File: src/rtl/adc_rd_pkg.sv
// Shared types for the converter read controller.
// Assumes: one sequencer per converter; the encodings are internal only.
package adc_rd_pkg;

    // Sequencer phases of one conversion-and-read cycle.
    typedef enum logic [2:0] {
        ST_IDLE  = 3'd0,
        ST_STRB  = 3'd1,
        ST_WAIT  = 3'd2,
        ST_RD_HI = 3'd3,
        ST_RD_LO = 3'd4,
        ST_DONE  = 3'd5,
        ST_FAIL  = 3'd6
    } rd_state_t;

    // Larger of two non-negative values, used to size shared counters.
    function automatic int max2(input int a, input int b);
        return (a > b) ? a : b;
    endfunction

endpackage

File: src/rtl/adc_busy_sync.sv
// Brings the asynchronous busy line into the clock domain and detects its
// rising edge (end of conversion).
// Assumes: STAGES >= 2; busy idles high, so the flops reset to 1 and reset
// release raises no false edge.
module adc_busy_sync #(
    parameter int STAGES = 2
) (
    input  logic clk,
    input  logic rst_n,
    input  logic busy_raw,
    output logic busy_s,
    output logic busy_rise
);

    logic [STAGES-1:0] sync_q;
    logic              last_q;

    // Shift busy through the synchronizer chain and keep one extra copy for edge detect.
    always_ff @(posedge clk) begin
        if (!rst_n) begin
            sync_q <= '1;
            last_q <= 1'b1;
        end else begin
            sync_q <= {sync_q[STAGES-2:0], busy_raw};
            last_q <= sync_q[STAGES-1];
        end
    end

    assign busy_s    = sync_q[STAGES-1];
    assign busy_rise = busy_s & ~last_q;

endmodule

File: src/rtl/adc_phase_timer.sv
// Down-counter that times the strobe and read phases.
// Loading N-1 on the edge that enters a phase makes the phase last N clocks.
// expired is high in the last clock of the phase.
// Assumes: load_val fits in W bits.
module adc_phase_timer #(
    parameter int W = 3
) (
    input  logic         clk,
    input  logic         rst_n,
    input  logic         load,
    input  logic [W-1:0] load_val,
    output logic         expired
);

    logic [W-1:0] cnt_q;

    // Reload on phase entry, otherwise count down and stop at zero.
    always_ff @(posedge clk) begin
        if (!rst_n) begin
            cnt_q <= '0;
        end else if (load) begin
            cnt_q <= load_val;
        end else if (cnt_q != '0) begin
            cnt_q <= cnt_q - 1'b1;
        end
    end

    assign expired = (cnt_q == '0);

endmodule

File: src/rtl/adc_word_asm.sv
// Builds the sample from one full-width read or from two byte-wide reads.
// In the high read the top DATA_W-BUS_W bits arrive on the lowest data lines.
// Also produces the two's-complement view by inverting the MSB.
// Assumes: DATA_W > BUS_W and DATA_W - BUS_W <= BUS_W.
module adc_word_asm #(
    parameter int DATA_W = 12,
    parameter int BUS_W  = 8
) (
    input  logic              clk,
    input  logic              rst_n,
    input  logic              cap_hi,
    input  logic              cap_lo,
    input  logic              split,
    input  logic [DATA_W-1:0] data_in,
    output logic [DATA_W-1:0] code,
    output logic [DATA_W-1:0] twos
);

    localparam int HI_W = DATA_W - BUS_W;

    logic [DATA_W-1:0] code_q;

    // Capture the high part, the low byte, or the whole word, as the sequencer asks.
    always_ff @(posedge clk) begin
        if (!rst_n) begin
            code_q <= '0;
        end else if (cap_hi) begin
            code_q[DATA_W-1:BUS_W] <= data_in[HI_W-1:0];
        end else if (cap_lo) begin
            if (split) begin
                code_q[BUS_W-1:0] <= data_in[BUS_W-1:0];
            end else begin
                code_q <= data_in;
            end
        end
    end

    assign code = code_q;
    assign twos = {~code_q[DATA_W-1], code_q[DATA_W-2:0]};

endmodule

File: src/rtl/adc_rd_ctrl.sv
// Host-side read controller for a parallel-bus successive-approximation converter.
// It starts a conversion, waits for busy to rise, reads the result as a word
// or as two bytes, and emits the sample with a one-cycle valid strobe.
// Assumes: conversion time is longer than STROBE_CYC + SYNC_STAGES clocks;
// timeout_lim > STROBE_CYC; data_in is settled RD_SETUP clocks after select.
module adc_rd_ctrl #(
    parameter int DATA_W      = 12,
    parameter int BUS_W       = 8,
    parameter int STROBE_CYC  = 4,
    parameter int RD_SETUP    = 2,
    parameter int TO_W        = 16,
    parameter int SYNC_STAGES = 2
) (
    input  logic              clk,
    input  logic              rst_n,
    input  logic              start_req,
    input  logic              split_mode,
    input  logic [TO_W-1:0]   timeout_lim,
    input  logic              busy,
    input  logic [DATA_W-1:0] data_in,
    output logic              cs_n,
    output logic              rc_n,
    output logic              hbe,
    output logic              smp_valid,
    output logic [DATA_W-1:0] smp_code,
    output logic [DATA_W-1:0] smp_twos,
    output logic              err_timeout,
    output logic              ctrl_ready
);

    import adc_rd_pkg::*;

    localparam int TMR_MAX = max2(STROBE_CYC, RD_SETUP);
    localparam int TMR_W   = $clog2(TMR_MAX + 1);
    localparam logic [TMR_W-1:0] STRB_LD = TMR_W'(STROBE_CYC - 1);
    localparam logic [TMR_W-1:0] RD_LD   = TMR_W'(RD_SETUP - 1);

    rd_state_t         state_q, state_nx;
    logic              split_q;
    logic [TO_W-1:0]   to_cnt_q;
    logic              busy_s, busy_rise;
    logic              tmr_load, tmr_exp;
    logic [TMR_W-1:0]  tmr_val;
    logic              cap_hi, cap_lo;
    logic              accept;

    adc_busy_sync #(.STAGES(SYNC_STAGES)) u_sync (
        .clk       (clk),
        .rst_n     (rst_n),
        .busy_raw  (busy),
        .busy_s    (busy_s),
        .busy_rise (busy_rise)
    );

    adc_phase_timer #(.W(TMR_W)) u_tmr (
        .clk      (clk),
        .rst_n    (rst_n),
        .load     (tmr_load),
        .load_val (tmr_val),
        .expired  (tmr_exp)
    );

    adc_word_asm #(.DATA_W(DATA_W), .BUS_W(BUS_W)) u_asm (
        .clk     (clk),
        .rst_n   (rst_n),
        .cap_hi  (cap_hi),
        .cap_lo  (cap_lo),
        .split   (split_q),
        .data_in (data_in),
        .code    (smp_code),
        .twos    (smp_twos)
    );

    // Start only from idle, and only when the converter reports not busy.
    assign accept = (state_q == ST_IDLE) && start_req && busy_s;

    // Next-phase decode, timer reloads and capture strobes.
    always_comb begin
        state_nx = state_q;
        tmr_load = 1'b0;
        tmr_val  = '0;
        cap_hi   = 1'b0;
        cap_lo   = 1'b0;
        case (state_q)
            ST_IDLE: begin
                if (accept) begin
                    state_nx = ST_STRB;
                    tmr_load = 1'b1;
                    tmr_val  = STRB_LD;
                end
            end
            ST_STRB: begin
                if (tmr_exp) state_nx = ST_WAIT;
            end
            ST_WAIT: begin
                if (busy_rise) begin
                    state_nx = split_q ? ST_RD_HI : ST_RD_LO;
                    tmr_load = 1'b1;
                    tmr_val  = RD_LD;
                end else if (to_cnt_q >= timeout_lim) begin
                    state_nx = ST_FAIL;
                end
            end
            ST_RD_HI: begin
                if (tmr_exp) begin
                    cap_hi   = 1'b1;
                    state_nx = ST_RD_LO;
                    tmr_load = 1'b1;
                    tmr_val  = RD_LD;
                end
            end
            ST_RD_LO: begin
                if (tmr_exp) begin
                    cap_lo   = 1'b1;
                    state_nx = ST_DONE;
                end
            end
            ST_DONE: state_nx = ST_IDLE;
            ST_FAIL: state_nx = ST_IDLE;
            default: state_nx = ST_IDLE;
        endcase
    end

    // Phase register and read-mode latch taken at the start.
    always_ff @(posedge clk) begin
        if (!rst_n) begin
            state_q <= ST_IDLE;
            split_q <= 1'b0;
        end else begin
            state_q <= state_nx;
            if (accept) split_q <= split_mode;
        end
    end

    // Clocks since the start, saturating; cleared while idle.
    always_ff @(posedge clk) begin
        if (!rst_n || state_q == ST_IDLE) begin
            to_cnt_q <= '0;
        end else if ((state_q == ST_STRB || state_q == ST_WAIT) && to_cnt_q != '1) begin
            to_cnt_q <= to_cnt_q + 1'b1;
        end
    end

    // Converter lines and host strobes decoded straight from the phase register.
    always_comb begin
        cs_n        = !(state_q == ST_STRB || state_q == ST_RD_HI || state_q == ST_RD_LO);
        rc_n        = (state_q != ST_STRB);
        hbe         = (state_q == ST_RD_HI);
        smp_valid   = (state_q == ST_DONE);
        err_timeout = (state_q == ST_FAIL);
        ctrl_ready  = (state_q == ST_IDLE);
    end

endmodule

File: config.mk
export PLATFORM = sky130hd
export DESIGN_NAME = adc_rd_ctrl
export DESIGN_NICKNAME = d
export VERILOG_FILES = /design/src/rtl/adc_rd_pkg.sv /design/src/rtl/adc_busy_sync.sv /design/src/rtl/adc_phase_timer.sv /design/src/rtl/adc_word_asm.sv /design/src/rtl/adc_rd_ctrl.sv
export SDC_FILE = /design/constraint.sdc
export NUM_CORES = 1
export LEC_CHECK = 0
export BUFFER_PORTS_ARGS = -buffer_cell sky130_fd_sc_hd__buf_2
export CAP_MARGIN = 10
export CORE_ASPECT_RATIO = 1.5
export CORE_MARGIN = 2
export CORE_UTILIZATION = 50
export DETAILED_ROUTE_END_ITERATION = 16
export PLACE_DENSITY = 0.78
export SYNTH_ARGS = -nofsm -noshare
export SYNTH_HDL_FRONTEND = slang
export SYNTH_SLANG_ARGS = --single-unit
File: constraint.sdc
create_clock -name clk -period 2.7 [get_ports clk]
set_clock_uncertainty 0.2 [all_clocks]
set_input_delay 0.135 -clock clk [delete_from_list [all_inputs] [get_ports clk]]
set_output_delay 0.135 -clock clk [all_outputs]
set_load 0.1 [all_outputs]
# After elaboration in Yosys (flattened, before gate mapping)
# Cells that the tools add are included.
# totals
register_bits	38
inputBits	33
word_cells	69
# classes
n_addsub	2
order_cmp	1
n_eq_ne	14
muxes	23
n_bitwise	4
reduce_logical	17
# op_table
operator	n
$mux W3	9
$add A16 B1 Y16 const B	1
$ge A16 B16 Y1	1
$ne A16 B16 Y1 const B	1
$pmux W3 S5	1
$mux W12	1
$eq A3 B3 Y1 const B	3
$mux W4	2
$mux W1	7
$eq A3 B2 Y1 const B	2
$logic_not A3 Y1	2
$ne A2 B1 Y1 const B	3
$pmux W2 S3	1
$reduce_and A5 Y1	1
$logic_or A1 B1 Y1	4
$ne A2 B2 Y1 const B	2
$reduce_and A2 Y1	2
$reduce_bool A2 Y1	2
$eq A3 B1 Y1 const B	1
$logic_and A1 B1 Y1	3
$ne A3 B1 Y1 const B	1
$ne A3 B3 Y1 const B	1
$not A1 Y1	3
$pmux W1 S3	1
5 further kinds	6

# Longest topological paths before layout
# Gate-level depths: netlist (run 1).
# logic_depth
depth_word	6
ltp_mapped	9
depth_no_buf	8

# Modules after synthesis
# From an unflattened synthesis (run 1), not the netlist that was laid out.
# unflattened
cells_unflattened	275
area_unflattened_um2	2399.8
# by_module_without_submodules
mod	instances	cells_each	area_per_inst_um2	seq_area_each_um2
adc_rd_ctrl	1	188	1524.0	400.4
adc_word_asm	1	58	578.1	240.2
adc_phase_timer	1	22	205.2	60.1
adc_busy_sync	1	7	92.6	60.1

# Worst setup path after synthesis (run 1)
# OpenSTA, ideal clock, no wires.
# synth_timing
kind	register -> register
start	register state_q[1]
end	register state_q[1]
setup_ps	123
arrival_ps	3410
required_time_ps	2377
slack_ps	-1034
stages_incl_launch_ff	6
path_buffers	1
synth_period_minus_slack_ps	3734
path_cell_list	dfxtp_1 -> buf_2 -> nor3_1 -> nand2_1 -> o2111ai_2 -> mux2_1
# synth_via
elab_chain_len	5
word_cells_on_any_way	14
classes_between	eq/ne: 9; mux: 1; reduce/logical: 4
# synth_rtl
item	line_no	rtl
start: declaration	adc_rd_ctrl.sv:38	rd_state_t state_q, state_nx;
start signal: assignment	adc_rd_ctrl.sv:130	state_q <= state_nx;
$logic_not A3 Y1 *	n/a	
net ctrl_ready	adc_rd_ctrl.sv:28	output logic ctrl_ready
$logic_and A1 B1 Y1 (2 in series)	adc_rd_ctrl.sv:75	assign accept = (state_q == ST_IDLE) && start_req && busy_s;
$ne A2 B1 Y1 (no source line)	n/a	
$reduce_and A5 Y1 (no source line)	n/a	
# The timed path passes the listed nets; every way through them passes the cells marked *.
# A chain may end at the register's enable or synchronous reset.

# Worst setup path after layout (run 1)
# layout_timing
start	register to_cnt_q[0]
end	register state_q[1]
# layout_via
elab_chain_len	3
# layout_rtl
item	line_no	rtl
start: declaration	adc_rd_ctrl.sv:40	logic [TO_W-1:0] to_cnt_q;
start signal: assignment	adc_rd_ctrl.sv:140	to_cnt_q <= to_cnt_q + 1'b1;
$ge A16 B16 Y1	adc_rd_ctrl.sv:100	end else if (to_cnt_q >= timeout_lim) begin
$ne A3 B3 Y1 (no source line)	n/a	
$reduce_and A5 Y1 (no source line)	n/a	
# No other way between the ends.

==> results of run 1 <==
-- stage by stage --
step                cell area [sq um]  setup slack, ps  util, %
global route                     2810              137     62.9
finish                           2810              294     62.9
floorplan                        2300            -40.5        -
CTS                              2810              294     62.9
global placement                 2560              384     57.3
detailed placement               2560              309     57.3
-- flip-flops by register name, summed over array words and instances, names as in the netlist --
signal,cells
split_q,1
to_cnt_q,16
u_asm.code,12
u_sync.last_q,1
state_q,3
u_tmr.cnt_q,3
u_sync.sync_q,2
-- path summary, 6_finish.rpt --
| check | startpoint | end | slack (ps) | cells past startpoint |
|---|---|---|---|---|
| max reg2reg | to_cnt_q[0]$_SDFFE_PP0P_ | state_q[1]$_SDFFE_PN0P_ | 290 | 8 |
| min reg2reg | u_sync.sync_q[0]$_SDFF_PN1_ | u_sync.sync_q[1]$_SDFF_PN1_ | 230 | 1 |
| max | to_cnt_q[0]$_SDFFE_PP0P_ | state_q[1]$_SDFFE_PN0P_ | 290 | 8 |
| min | rst_n | u_sync.sync_q[0]$_SDFF_PN1_ | 1 | 2 |
-- final cells by class --
cell class	instances	area, sq um
sequential	38	761
inverter	24	90.1
multi-input combinational	185	1330
clock inverter	3	40.0
tap	48	60.1
clock buffer	5	68.8
fill	394	1660
timing repair buffer	77	458
-- power by group through the flow --
stage	sequential, mW	clock, mW	combinational [mW]
final	0.709	0.471	1.11
after global routing	0.722	0.503	1.18
after CTS	0.709	0.485	1.11
after detailed placement	0.722	0	1.09
after global placement	0.718	0	1.08
after floorplan	0.765	0	0.905
-- per-layer routing --
layer  global-route usage (%)  vias to the layer above
li1                         -                     1012
met1                     19.4                      878
met2                     36.5                       61
met3                     4.01                        9
met4                     8.06                        0
met5                        0                        -
-- cell families after synthesis --
kind of cell,synth area share [%]
xor gates and xnor gates,6.83
AOI/OAI and AO/OA,10.8
muxes,5.74
adders and majority gates,10.4
DFF,33.2
and+or+nand+nor,23.8
buffers and inverters,9.19
-- cells in the mapped netlist, types with 2 or more instances --
cell type / count / area (sq um)
sky130_fd_sc_hd__and3_1: 5 / 31.3
sky130_fd_sc_hd__nor2_1: 23 / 86.3
sky130_fd_sc_hd__buf_4: 11 / 82.6
sky130_fd_sc_hd__buf_2: 2 / 10.0
sky130_fd_sc_hd__xor2_1: 11 / 96.3
sky130_fd_sc_hd__o211ai_1: 2 / 15.0
sky130_fd_sc_hd__dfxtp_1: 38 / 761
sky130_fd_sc_hd__inv_1: 24 / 90.1
sky130_fd_sc_hd__nor2b_1: 10 / 62.6
sky130_fd_sc_hd__nand2b_1: 7 / 43.8
sky130_fd_sc_hd__o21ai_0: 6 / 30.0
sky130_fd_sc_hd__o21ai_1: 2 / 10.0
sky130_fd_sc_hd__nand4_1: 7 / 43.8
sky130_fd_sc_hd__ha_1: 19 / 238
sky130_fd_sc_hd__nor3_1: 3 / 15.0
sky130_fd_sc_hd__or3_1: 3 / 18.8
sky130_fd_sc_hd__nand3_1: 9 / 45.0
sky130_fd_sc_hd__nand2_1: 21 / 78.8
sky130_fd_sc_hd__and2_1: 3 / 18.8
sky130_fd_sc_hd__o21a_1: 2 / 15.0
sky130_fd_sc_hd__mux2i_1: 12 / 120
sky130_fd_sc_hd__a22oi_1: 4 / 30.0
sky130_fd_sc_hd__nor3b_2: 2 / 25.0
sky130_fd_sc_hd__a21oi_1: 6 / 30.0
sky130_fd_sc_hd__nand2_2: 2 / 12.5
sky130_fd_sc_hd__clkbuf_1: 3 / 11.3
sky130_fd_sc_hd__a21boi_0: 2 / 15.0
sky130_fd_sc_hd__xnor2_1: 5 / 43.8
sky130_fd_sc_hd__a21boi_1: 4 / 30.0
-- worst max-delay path, delay by kind of cell (launching register included) --
kind | cells | cell delay, ps
compound gates | 4 | 850
flops | 1 | 440
mux | 1 | 350
fa+ha+maj | 1 | 260
simple gates | 1 | 140
buf+inv | 1 | 70
==> Implementation_results.wiki, run 1 <==
{| class="wikitable"
! Metric !! Value
|-
| Run status || finished, final reports clean
|-
| Final Max Tran Viols || 0
|-
| Average detailed-routed wire length per instance || 12.4 um
|-
| Share of power burned in combinational logic || 48.4%
|-
| Clock-pin slew on the worst setup and hold paths || roughly 80 ps
|-
| Antenna Diode Count || 0
|-
| Number of I/O port buffers || 62
|-
| EDFF count, synth || 0
|-
| RSZ-0062 raised after global routing || no
|-
| Count of mapped cells out of synthesis || 265
|-
| Boundary pin count || 63
|-
| Total number of nets in the final design || around 380
|-
| Setup bufs post-CTS || 0
|-
| Overall routing resource usage || about a fifth
|-
| Sw power || around 1.1 mW
|-
| Clock Root Buffer || sky130_fd_sc_hd__clkbuf_8
|-
| CTS buffer count || 5
|-
| CTS sink cnt || 38
|-
| Total of hold buffers inserted after clock tree synthesis || 14
|-
| Via count of the first global-routing pass || approximately 1.9k
|-
| Most common library cell in the layout ignoring fill and taps || sky130_fd_sc_hd__buf_2
|-
| Chip Height || 86.9 um
|-
| Number of remaining DRC errors || 0
|-
| TNS Setup || 0 ps
|-
| DRC violation total after the first TritonRoute iteration || 38
|-
| Max Fanout on Critical Path || 6
|-
| Primary flip-flop cell chosen by synthesis mapping || sky130_fd_sc_hd__dfxtp_1
|-
| Class of the tightest hold or removal check || input pin to flop
|-
| Die Area || between 0.005 and 0.006 sq mm
|-
| Slowest cell on the critical path || sky130_fd_sc_hd__dfxtp_1
|-
| Number of standard-cell rows in the floorplan || 30
|-
| Critical Path Start Type || flop
|-
| Largest net degree at the start of global routing || 27
|-
| Slowest Stage Delay on Critical Path || 440 ps
|-
| Transition time at the pin with the least slew margin || 651 ps
|-
| Commonest non-fill, non-tap cells in the layout || 62 x sky130_fd_sc_hd__buf_2, 38 x sky130_fd_sc_hd__dfxtp_1, 24 x sky130_fd_sc_hd__inv_1, 23 x sky130_fd_sc_hd__nor2_1, 21 x sky130_fd_sc_hd__nand2_1
|-
| Proportion of layout cells with a drive suffix above 1 || approximately 25%
|-
| Cells along the critical path || inv_1 -> ha_1 -> nand2b_1 -> a2111oi_0 -> o211a_1 -> o21ai_1 -> o2111ai_2 -> mux2_1
|-
| Max Clock Freq || roughly 420 MHz
|-
| Async set-reset flop share out of synthesis || 0%
|-
| Power share of the clock group || 20.6%
|-
| Number of gates resized after cts || 0
|-
| H-tree level count || 2
|-
| Worst slack on hold paths || 0.954 ps
|-
| Final setup violation count || 0
|-
| Clock period minus final worst setup slack || 2410 ps
|-
| Clock tree from TritonCTS || done
|-
| Total number of vias || 1960
|-
| Area added between synthesis and finish || 22.7%
|-
| Detailed Place HPWL || 3560 um
|-
| 1st-pass router iterations || 4
|-
| Relative max-transition margin || 56.6%
|-
| Cell Area, Synth || 0.00229 sq mm
|-
| Final routed wirelength across all metal layers || approximately 4700 um
|-
| Wire length on met2 || about 2500 um
|-
| IR Drop Worst-Case VDD || 0.000307 V
|-
| Class of the most critical setup path || flop to flop
|-
| Crit. End Element || flop
|-
| Number of register bits inferred by synthesis || 38
|-
| Count of final hold-check violations || 0
|-
| Pwr dens || 815 mW/mm^2
|-
| Worst EP arrival || approximately 2400 ps
|-
| Top layer in use || met4
|-
| Mapped Avg Cell Area || around 8.6 sq um
|-
| Initial standard-cell utilization of the core || 51.2%
|-
| Antenna Nets Post-Route || 0
|-
| Internal Power || between 1 and 1.5 mW
|-
| Number of cells in the finished layout apart from fillers || 380
|-
| Detailed-routed wire length on met3 || 258 um
|-
| Warning count from the yosys run || 0
|-
| Core area || 0.00447 sq mm
|-
| Overflow left after global routing || 0
|-
| Part of the power in registers || between 30% and 40%
|-
| Leakage || 1.38 nW
|-
| Global-route wire length before repair || 7670 um
|-
| Data required time at the worst endpoint || between 2000 and 3000 ps
|-
| Vias per Instance || 5.16
|-
| Max-cap violations || 0
|-
| Number of cells after detailed placement || 358
|-
| Switching share of power || approximately 47%
|-
| Clk_lat worst skew || 290 ps
|-
| Weighted congestion reported at the end of routability-driven placement || 0.760
|-
| Overall power || ~2.3 mW
|-
| Maximum clock insertion buffer count || 2
|-
| Part of the cycle the worst path needs || 89.1%
|-
| Number of unique standard cell types used by synthesis || 46
|-
| Die width || ~59 um
|-
| Met1 Wirelength || 1850 um
|-
| Nets in the synthesized netlist || 317
|-
| Initial antenna violation count || 0
|-
| Sequential share of the synthesized area || 33.2%
|}
(Power assumes the default switching activity.)
==> run 2, diff against run 1 <==
==> constraint.sdc (replaced) <==
create_clock -name clk -period 3.03 [get_ports clk]
set_clock_uncertainty 0.2 [all_clocks]
set_input_delay 0.1515 -clock clk [delete_from_list [all_inputs] [get_ports clk]]
set_output_delay 0.1515 -clock clk [all_outputs]
set_load 0.1 [all_outputs]
==> run 2 against run 1 <==
Effect of this change:
- worst setup slack gained 120 ps
- via count grew 1.1%
- global-route usage is 0.75 points higher
- worst hold slack better by 18 ps
- sequential cell count stayed put
- critical path type unchanged
==> Implementation_results.wiki, run 2 (synthesized netlist as in run 1, its figures left out) <==
{| class="wikitable"
! Metric !! Value
|-
| Fill count || 375
|-
| Clock Root Buffer || sky130_fd_sc_hd__clkbuf_8
|-
| Weighted congestion reported at the end of routability-driven placement || 0.792
|-
| Die width || 59.2 um
|-
| IR Drop Worst-Case VDD || 0.000313 V
|-
| Clock period minus final worst setup slack || 2620 ps
|-
| Antenna Nets Post-Route || 0
|-
| Share of power burned in combinational logic || 50.0%
|-
| Slowest cell on the critical path || sky130_fd_sc_hd__dlygate4sd3_1
|-
| Detailed Place HPWL || 3660 um
|-
| Crit. End Element || flop
|-
| 1st-pass router iterations || 4
|-
| Chip Height || approximately 87 um
|-
| Largest net degree at the start of global routing || 27
|-
| Average detailed-routed wire length per instance || 12.5 um
|-
| Total number of nets in the final design || 383
|-
| Data required time at the worst endpoint || roughly 3100 ps
|-
| Total of hold buffers inserted after clock tree synthesis || 15
|-
| Commonest non-fill, non-tap cells in the layout || 62 x sky130_fd_sc_hd__buf_2, 38 x sky130_fd_sc_hd__dfxtp_1, 24 x sky130_fd_sc_hd__inv_1, 23 x sky130_fd_sc_hd__nor2_1, 21 x sky130_fd_sc_hd__nand2_1
|-
| Critical Path Start Type || flop
|-
| Clock-pin slew on the worst setup and hold paths || 70 ps
|-
| DRC violation total after the first TritonRoute iteration || 62
|-
| Number of I/O port buffers || 62
|-
| Max Clock Freq || 382 MHz
|-
| Setup bufs post-CTS || 0
|-
| Register containing the most flip-flops in the final layout || to_cnt_q
|-
| Power share of the clock group || a little under a fifth
|-
| RSZ-0062 raised after global routing || no
|-
| Part of the power in registers || about a third
|-
| Area added between synthesis and finish || 22.0%
|-
| Switching share of power || 48.8%
|-
| Die Area || 0.00515 sq mm
|-
| Internal Power || about 1 mW
|-
| Clk_lat worst skew || a little under 300 ps
|-
| Final Max Tran Viols || 0
|-
| Final routed wirelength across all metal layers || 4740 um
|-
| CTS buffer count || 5
|-
| Sw power || 966 uW
|-
| Count of final hold-check violations || 0
|-
| Worst slack after detailed placement || approximately 530 ps
|-
| Worst EP arrival || 2650 ps
|-
| Transition time at the pin with the least slew margin || around 590 ps
|-
| Worst R2R Setup Slack || 410 ps
|-
| Slowest Stage Delay on Critical Path || approximately 580 ps
|-
| Number of gates resized after cts || 0
|-
| Overall power || just under 2 mW
|-
| TNS Setup || 0 ps
|-
| Number of standard-cell rows in the floorplan || 30
|-
| Cell depth of the worst flop-to-flop path || 8
|-
| Class of the tightest hold or removal check || input pin to flop
|-
| H-tree level count || 2
|-
| Initial standard-cell utilization of the core || 51.2%
|-
| Pwr dens || ~710 mW/mm^2
|-
| Most common library cell in the layout ignoring fill and taps || sky130_fd_sc_hd__buf_2
|-
| Via count of the first global-routing pass || between 1.5k and 2k
|-
| Class of the most critical setup path || flop to flop
|-
| Hold-critical path depth || 3
|-
| Number of remaining DRC errors || 0
|-
| Run status || finished, final reports clean
|-
| Vias per Instance || 5.22
|-
| Max Fanout on Critical Path || 9
|-
| CTS sink cnt || 38
|-
| Maximum clock insertion buffer count || 2
|-
| Final setup violation count || 0
|-
| Proportion of layout cells with a drive suffix above 1 || roughly a quarter
|-
| Max-cap violations || 0
|-
| Initial antenna violation count || 0
|-
| Overflow left after global routing || 0
|-
| Cells along the critical path || inv_1 -> ha_1 -> nor2b_1 -> nand2_2 -> nor2_1 -> a22oi_1 -> dlygate4sd3_1 -> a21boi_1
|-
| Relative max-transition margin || 60.4%
|-
| Antenna Diode Count || 0
|-
| Part of the cycle the worst path needs || 86.5%
|-
| Core area || 0.00447 sq mm
|-
| Leakage || 1.37 nW
|-
| Fin worst setup slack || 409 ps
|-
| Overall routing resource usage || 20.0%
|-
| Number of flip-flops in the largest register || 16
|-
| Total number of vias || 1982
|-
| Clock tree from TritonCTS || done
|-
| Global-route wire length before repair || around 7800 um
|-
| Boundary pin count || 63
|}
==> run 2: cell types whose count changed in the layout (fill, tap and decap cells not counted), sizes merged <==
cell | previous run | this run
buf | 63 | 62
clkinv | 2 | 1
dlygate4sd3 | 14 | 15
clkbuf | 5 | 6
clkinvlp | 0 | 1
bufinv | 1 | 0
==> run 2: cell type report <==
class	count	area [sq um]	area share (%)
multi-input cells	185	1330	47.5
flip-flops and latches	38	761	27.2
inverters	24	90.1	3.23
repair buffers	77	460	16.5
clock inverters	2	12.5	0.448
well taps	48	60.1	2.15
clock buffers	6	82.6	2.96
==> run 2: worst paths after layout <==
kind,startpoint,to
hold / removal,start_req,u_tmr.cnt_q[1]$_SDFFE_PN0P_
setup reg to reg,u_tmr.cnt_q[0]$_SDFFE_PN0P_,u_asm.code[8]$_SDFFE_PN0P_
setup / recovery,u_tmr.cnt_q[0]$_SDFFE_PN0P_,u_asm.code[8]$_SDFFE_PN0P_
hold reg to reg,u_sync.sync_q[0]$_SDFF_PN1_,u_sync.sync_q[1]$_SDFF_PN1_
==> run 2: stage by stage <==
step                      hold slack (ps)  instances  instance area, sq um  utilization, %
final                                18.8        380                  2790            62.5
after detailed placement              146        357                  2550            57.0
after global routing                 38.0        380                  2790            62.5
after floorplan                      24.5        265                  2300               -
after global placement                141        357                  2550            57.0
after CTS                            17.3        380                  2790            62.5
==> run 2: power groups by stage <==
| stage | Combinational, mW | Sequential (mW) | Clock, mW |
|---|---|---|---|
| 2_1_floorplan | 0.803 | 0.682 | 0 |
| 3_3_place_gp | 0.960 | 0.638 | 0 |
| 3_5_place_dp | 0.976 | 0.642 | 0 |
| 4_1_cts | 0.995 | 0.630 | 0.375 |
| 5_1_grt | 1.07 | 0.642 | 0.388 |
| 6_report | 0.990 | 0.631 | 0.360 |
==> run 2: worst max-delay path, delay by kind of cell, from the launching register on <==
kind,cells,cell delay [ps]
buffers and inverters,2,660
and+or+nand+nor,3,970
DFF,1,320
AOI/OAI and AO/OA,2,250
adders and majority gates,1,160
==> run 2: per-layer routing <==
metal | routed length [um] | up-vias | share of wire [%] | global-route usage (%)
li1 | - | 1011 | - | -
met5 | 0 | - | 0 | 0
met1 | 1780 | 888 | 38 | 19.2
met2 | 2550 | 70 | 54 | 38.2
met3 | 275 | 13 | 5.8 | 4.31
met4 | 134 | 0 | 2.8 | 9.71
==> run 3, diff against run 2 <==
--- a/config.mk
+++ b/config.mk
@@ -12,6 +12,7 @@
 export CORE_UTILIZATION = 50
 export DETAILED_ROUTE_END_ITERATION = 16
 export PLACE_DENSITY = 0.78
+export RECOVER_POWER = 25
 export SYNTH_ARGS = -nofsm -noshare
 export SYNTH_HDL_FRONTEND = slang
 export SYNTH_SLANG_ARGS = --single-unit
==> run 3 against run 2 <==
Effect of this change:
- worst setup slack got worse by 3.0 ps
- maximum frequency shrank 0.11%
- count of clock-buffer cells in the layout unchanged
- final area down 0.63%
- largest power group unchanged
- final cell count unchanged
- combinational power fell by 0.4%
- register-to-register slack is essentially flat
- first-iteration DRC count fell by 11%
- largest cell class unchanged
- sequential power hardly changed
- via count is 0.50% higher
- sequential cell count is the same
==> Implementation_results.wiki, run 3 (synthesized netlist as in run 1, its figures left out) <==
{| class="wikitable"
! Metric !! Value
|-
| CTS sink cnt || 38
|-
| Count of final hold-check violations || 0
|-
| Internal Power || 1.01 mW
|-
| Cell depth of the worst flop-to-flop path || 8
|-
| Part of the cycle the worst path needs || ~87%
|-
| Clk_lat worst skew || 290 ps
|-
| Number of I/O port buffers || 62
|-
| Sw power || ~970 uW
|-
| H-tree level count || 2
|-
| Fin worst setup slack || 406 ps
|-
| IR Drop Worst-Case VDD || approximately 0.00031 V
|-
| Switching share of power || 48.8%
|-
| Vias per Instance || 5.24
|-
| Initial standard-cell utilization of the core || roughly half
|-
| Max Fanout on Critical Path || 9
|-
| Critical Path Start Type || flop
|-
| Clock Root Buffer || sky130_fd_sc_hd__clkbuf_8
|-
| Class of the most critical setup path || flop to flop
|-
| Worst R2R Setup Slack || 410 ps
|-
| RSZ-0062 raised after global routing || no
|-
| Number of standard-cell rows in the floorplan || 30
|-
| Critical R2R Capture || u_asm.code[8]$_SDFFE_PN0P_
|-
| Proportion of layout cells with a drive suffix above 1 || 20.5%
|-
| Chip Height || around 87 um
|-
| Power share of the clock group || 18.3%
|-
| DRC violation total after the first TritonRoute iteration || 55
|-
| Register containing the most flip-flops in the final layout || to_cnt_q
|-
| Via count of the first global-routing pass || 1879
|-
| Clock period minus final worst setup slack || 2620 ps
|-
| Area added between synthesis and finish || 21.3%
|-
| Transition time at the pin with the least slew margin || 1170 ps
|-
| Leakage || 1.31 nW
|-
| Class of the tightest hold or removal check || input pin to flop
|-
| Antenna Nets Post-Route || 0
|-
| Cells along the critical path || inv_1 -> ha_1 -> nor2b_1 -> nand2_2 -> nor2_1 -> a22oi_1 -> dlygate4sd3_1 -> a21boi_1
|-
| Slowest Stage Delay on Critical Path || just under 600 ps
|-
| Clock-pin slew on the worst setup and hold paths || 70 ps
|-
| Final setup violation count || 0
|-
| Average detailed-routed wire length per instance || 12.5 um
|-
| Timing endpoint of the critical path || u_asm.code[8]$_SDFFE_PN0P_
|-
| Commonest non-fill, non-tap cells in the layout || 48 x sky130_fd_sc_hd__buf_2, 38 x sky130_fd_sc_hd__dfxtp_1, 24 x sky130_fd_sc_hd__inv_1, 23 x sky130_fd_sc_hd__nor2_1, 21 x sky130_fd_sc_hd__nand2_1
|-
| Number of gates resized after cts || 0
|-
| Share of power burned in combinational logic || between 40% and 50%
|-
| Crit path launch || u_tmr.cnt_q[0]$_SDFFE_PN0P_
|-
| Boundary pin count || 63
|-
| Maximum clock insertion buffer count || 2
|-
| Most common library cell in the layout ignoring fill and taps || sky130_fd_sc_hd__buf_2
|-
| Number of gates on the worst path with buffers counted || 8
|-
| Run status || finished, final reports clean
|-
| Fill count || 389
|-
| Final Max Tran Viols || 0
|-
| Worst EP arrival || around 2700 ps
|-
| Part of the power in registers || 31.9%
|-
| Number of flip-flops in the largest register || 16
|-
| Final routed wirelength across all metal layers || 4750 um
|-
| Pwr dens || 712 mW/mm^2
|-
| Global-route wire length before repair || 7800 um
|-
| Worst slack after detailed placement || 528 ps
|-
| Data required time at the worst endpoint || 3060 ps
|-
| Weighted congestion reported at the end of routability-driven placement || 0.792
|-
| TNS Setup || 0 ps
|-
| Worst reg2reg startpoint || u_tmr.cnt_q[0]$_SDFFE_PN0P_
|-
| Core area || 0.00447 sq mm
|-
| Antenna Diode Count || 0
|-
| Die Area || about 0.005 sq mm
|-
| Number of remaining DRC errors || 0
|-
| Largest net degree at the start of global routing || 27
|-
| Die width || around 60 um
|-
| Total number of nets in the final design || 383
|-
| Max Clock Freq || 381 MHz
|-
| Relative max-transition margin || between 20 and 25%
|-
| Clock tree from TritonCTS || done
|-
| Max-cap violations || 0
|-
| Storage cell area || 761 sq um
|-
| Family with the most delay on the worst path || simple AND/OR/NAND/NOR gates
|-
| CTS buffer count || 5
|-
| Overflow left after global routing || 0
|-
| Crit. End Element || flop
|-
| Overall routing resource usage || 20.0%
|-
| Buffering stage count on the worst path with inverters included || 2
|-
| Slowest cell on the critical path || sky130_fd_sc_hd__dlygate4sd3_1
|-
| Detailed Place HPWL || between 3000 and 4000 um
|-
| Worst slack on hold paths || between 15 and 20 ps
|-
| 1st-pass router iterations || 4
|-
| Area occupied by multi-input gates || 0.00133 sq mm
|-
| Initial antenna violation count || 0
|-
| Total number of vias || between 1.5k and 2k
|}
==> run 3: cell count changes in the layout (fill, tap and decap cells not counted), sizes merged <==
cell,previous run,this run
clkbuf,6,20
buf,62,48
==> run 3: layout make-up <==
type | instances | area share, %
clock buffers | 6 | 2.98
clock inverters | 2 | 0.451
inverters | 24 | 3.25
multi-input cells | 185 | 47.8
flip-flops and latches | 38 | 27.4
well taps | 48 | 2.16
repair buffers | 77 | 16.0
==> run 3: repair_timing <==
item,in CTS,in global routing
buffers inserted,0,0
hold endpoints to repair,14,0
hold buffers,15,0
==> run 3: tightest hold or removal path, delay by kind of cell <==
family / cells / cell delay [ps]
compound gates: 1 / 90
buf+inv: 1 / 110
simple gates: 1 / 110
==> run 3: per-stage QoR <==
step	instance area (sq um)	total power, mW	utilization [%]	cells
floorplan	2300	1.49	-	265
global placement	2550	1.60	57.0	357
CTS	2790	2.00	62.5	380
detailed placement	2550	1.62	57.0	357
finish	2780	1.98	62.1	380
global route	2780	2.09	62.1	380
==> run 3: power groups by stage <==
stage               Combinational (mW)  Sequential (mW)  Clock, mW
floorplan                        0.803            0.682          0
global route                      1.06            0.642      0.388
detailed placement               0.976            0.642          0
CTS                              0.995            0.630      0.375
global placement                 0.960            0.638          0
finish                           0.986            0.631      0.361
==> run 3: worst min path at each step <==
stage	from	end	slack [ps]	depth (start not counted)
2_1_floorplan	rst_n	u_sync.sync_q[1]$_SDFF_PN1_	20	1
3_3_place_gp	busy	u_sync.sync_q[0]$_SDFF_PN1_	140	2
3_5_place_dp	busy	u_sync.sync_q[0]$_SDFF_PN1_	150	2
4_1_cts	start_req	u_tmr.cnt_q[1]$_SDFFE_PN0P_	20	3
5_1_grt	start_req	u_tmr.cnt_q[1]$_SDFFE_PN0P_	40	3
6_report	start_req	u_tmr.cnt_q[1]$_SDFFE_PN0P_	20	3
==> run 3: routing by layer <==
metal  GRT usage (%)  vias to the layer above  routed length [um]
met5               0                        -                   0
met4            9.71                        0                 134
met3            4.31                       13                 287
met2            38.2                       71                2570
met1            19.2                      896                1760
li1                -                     1012                   -
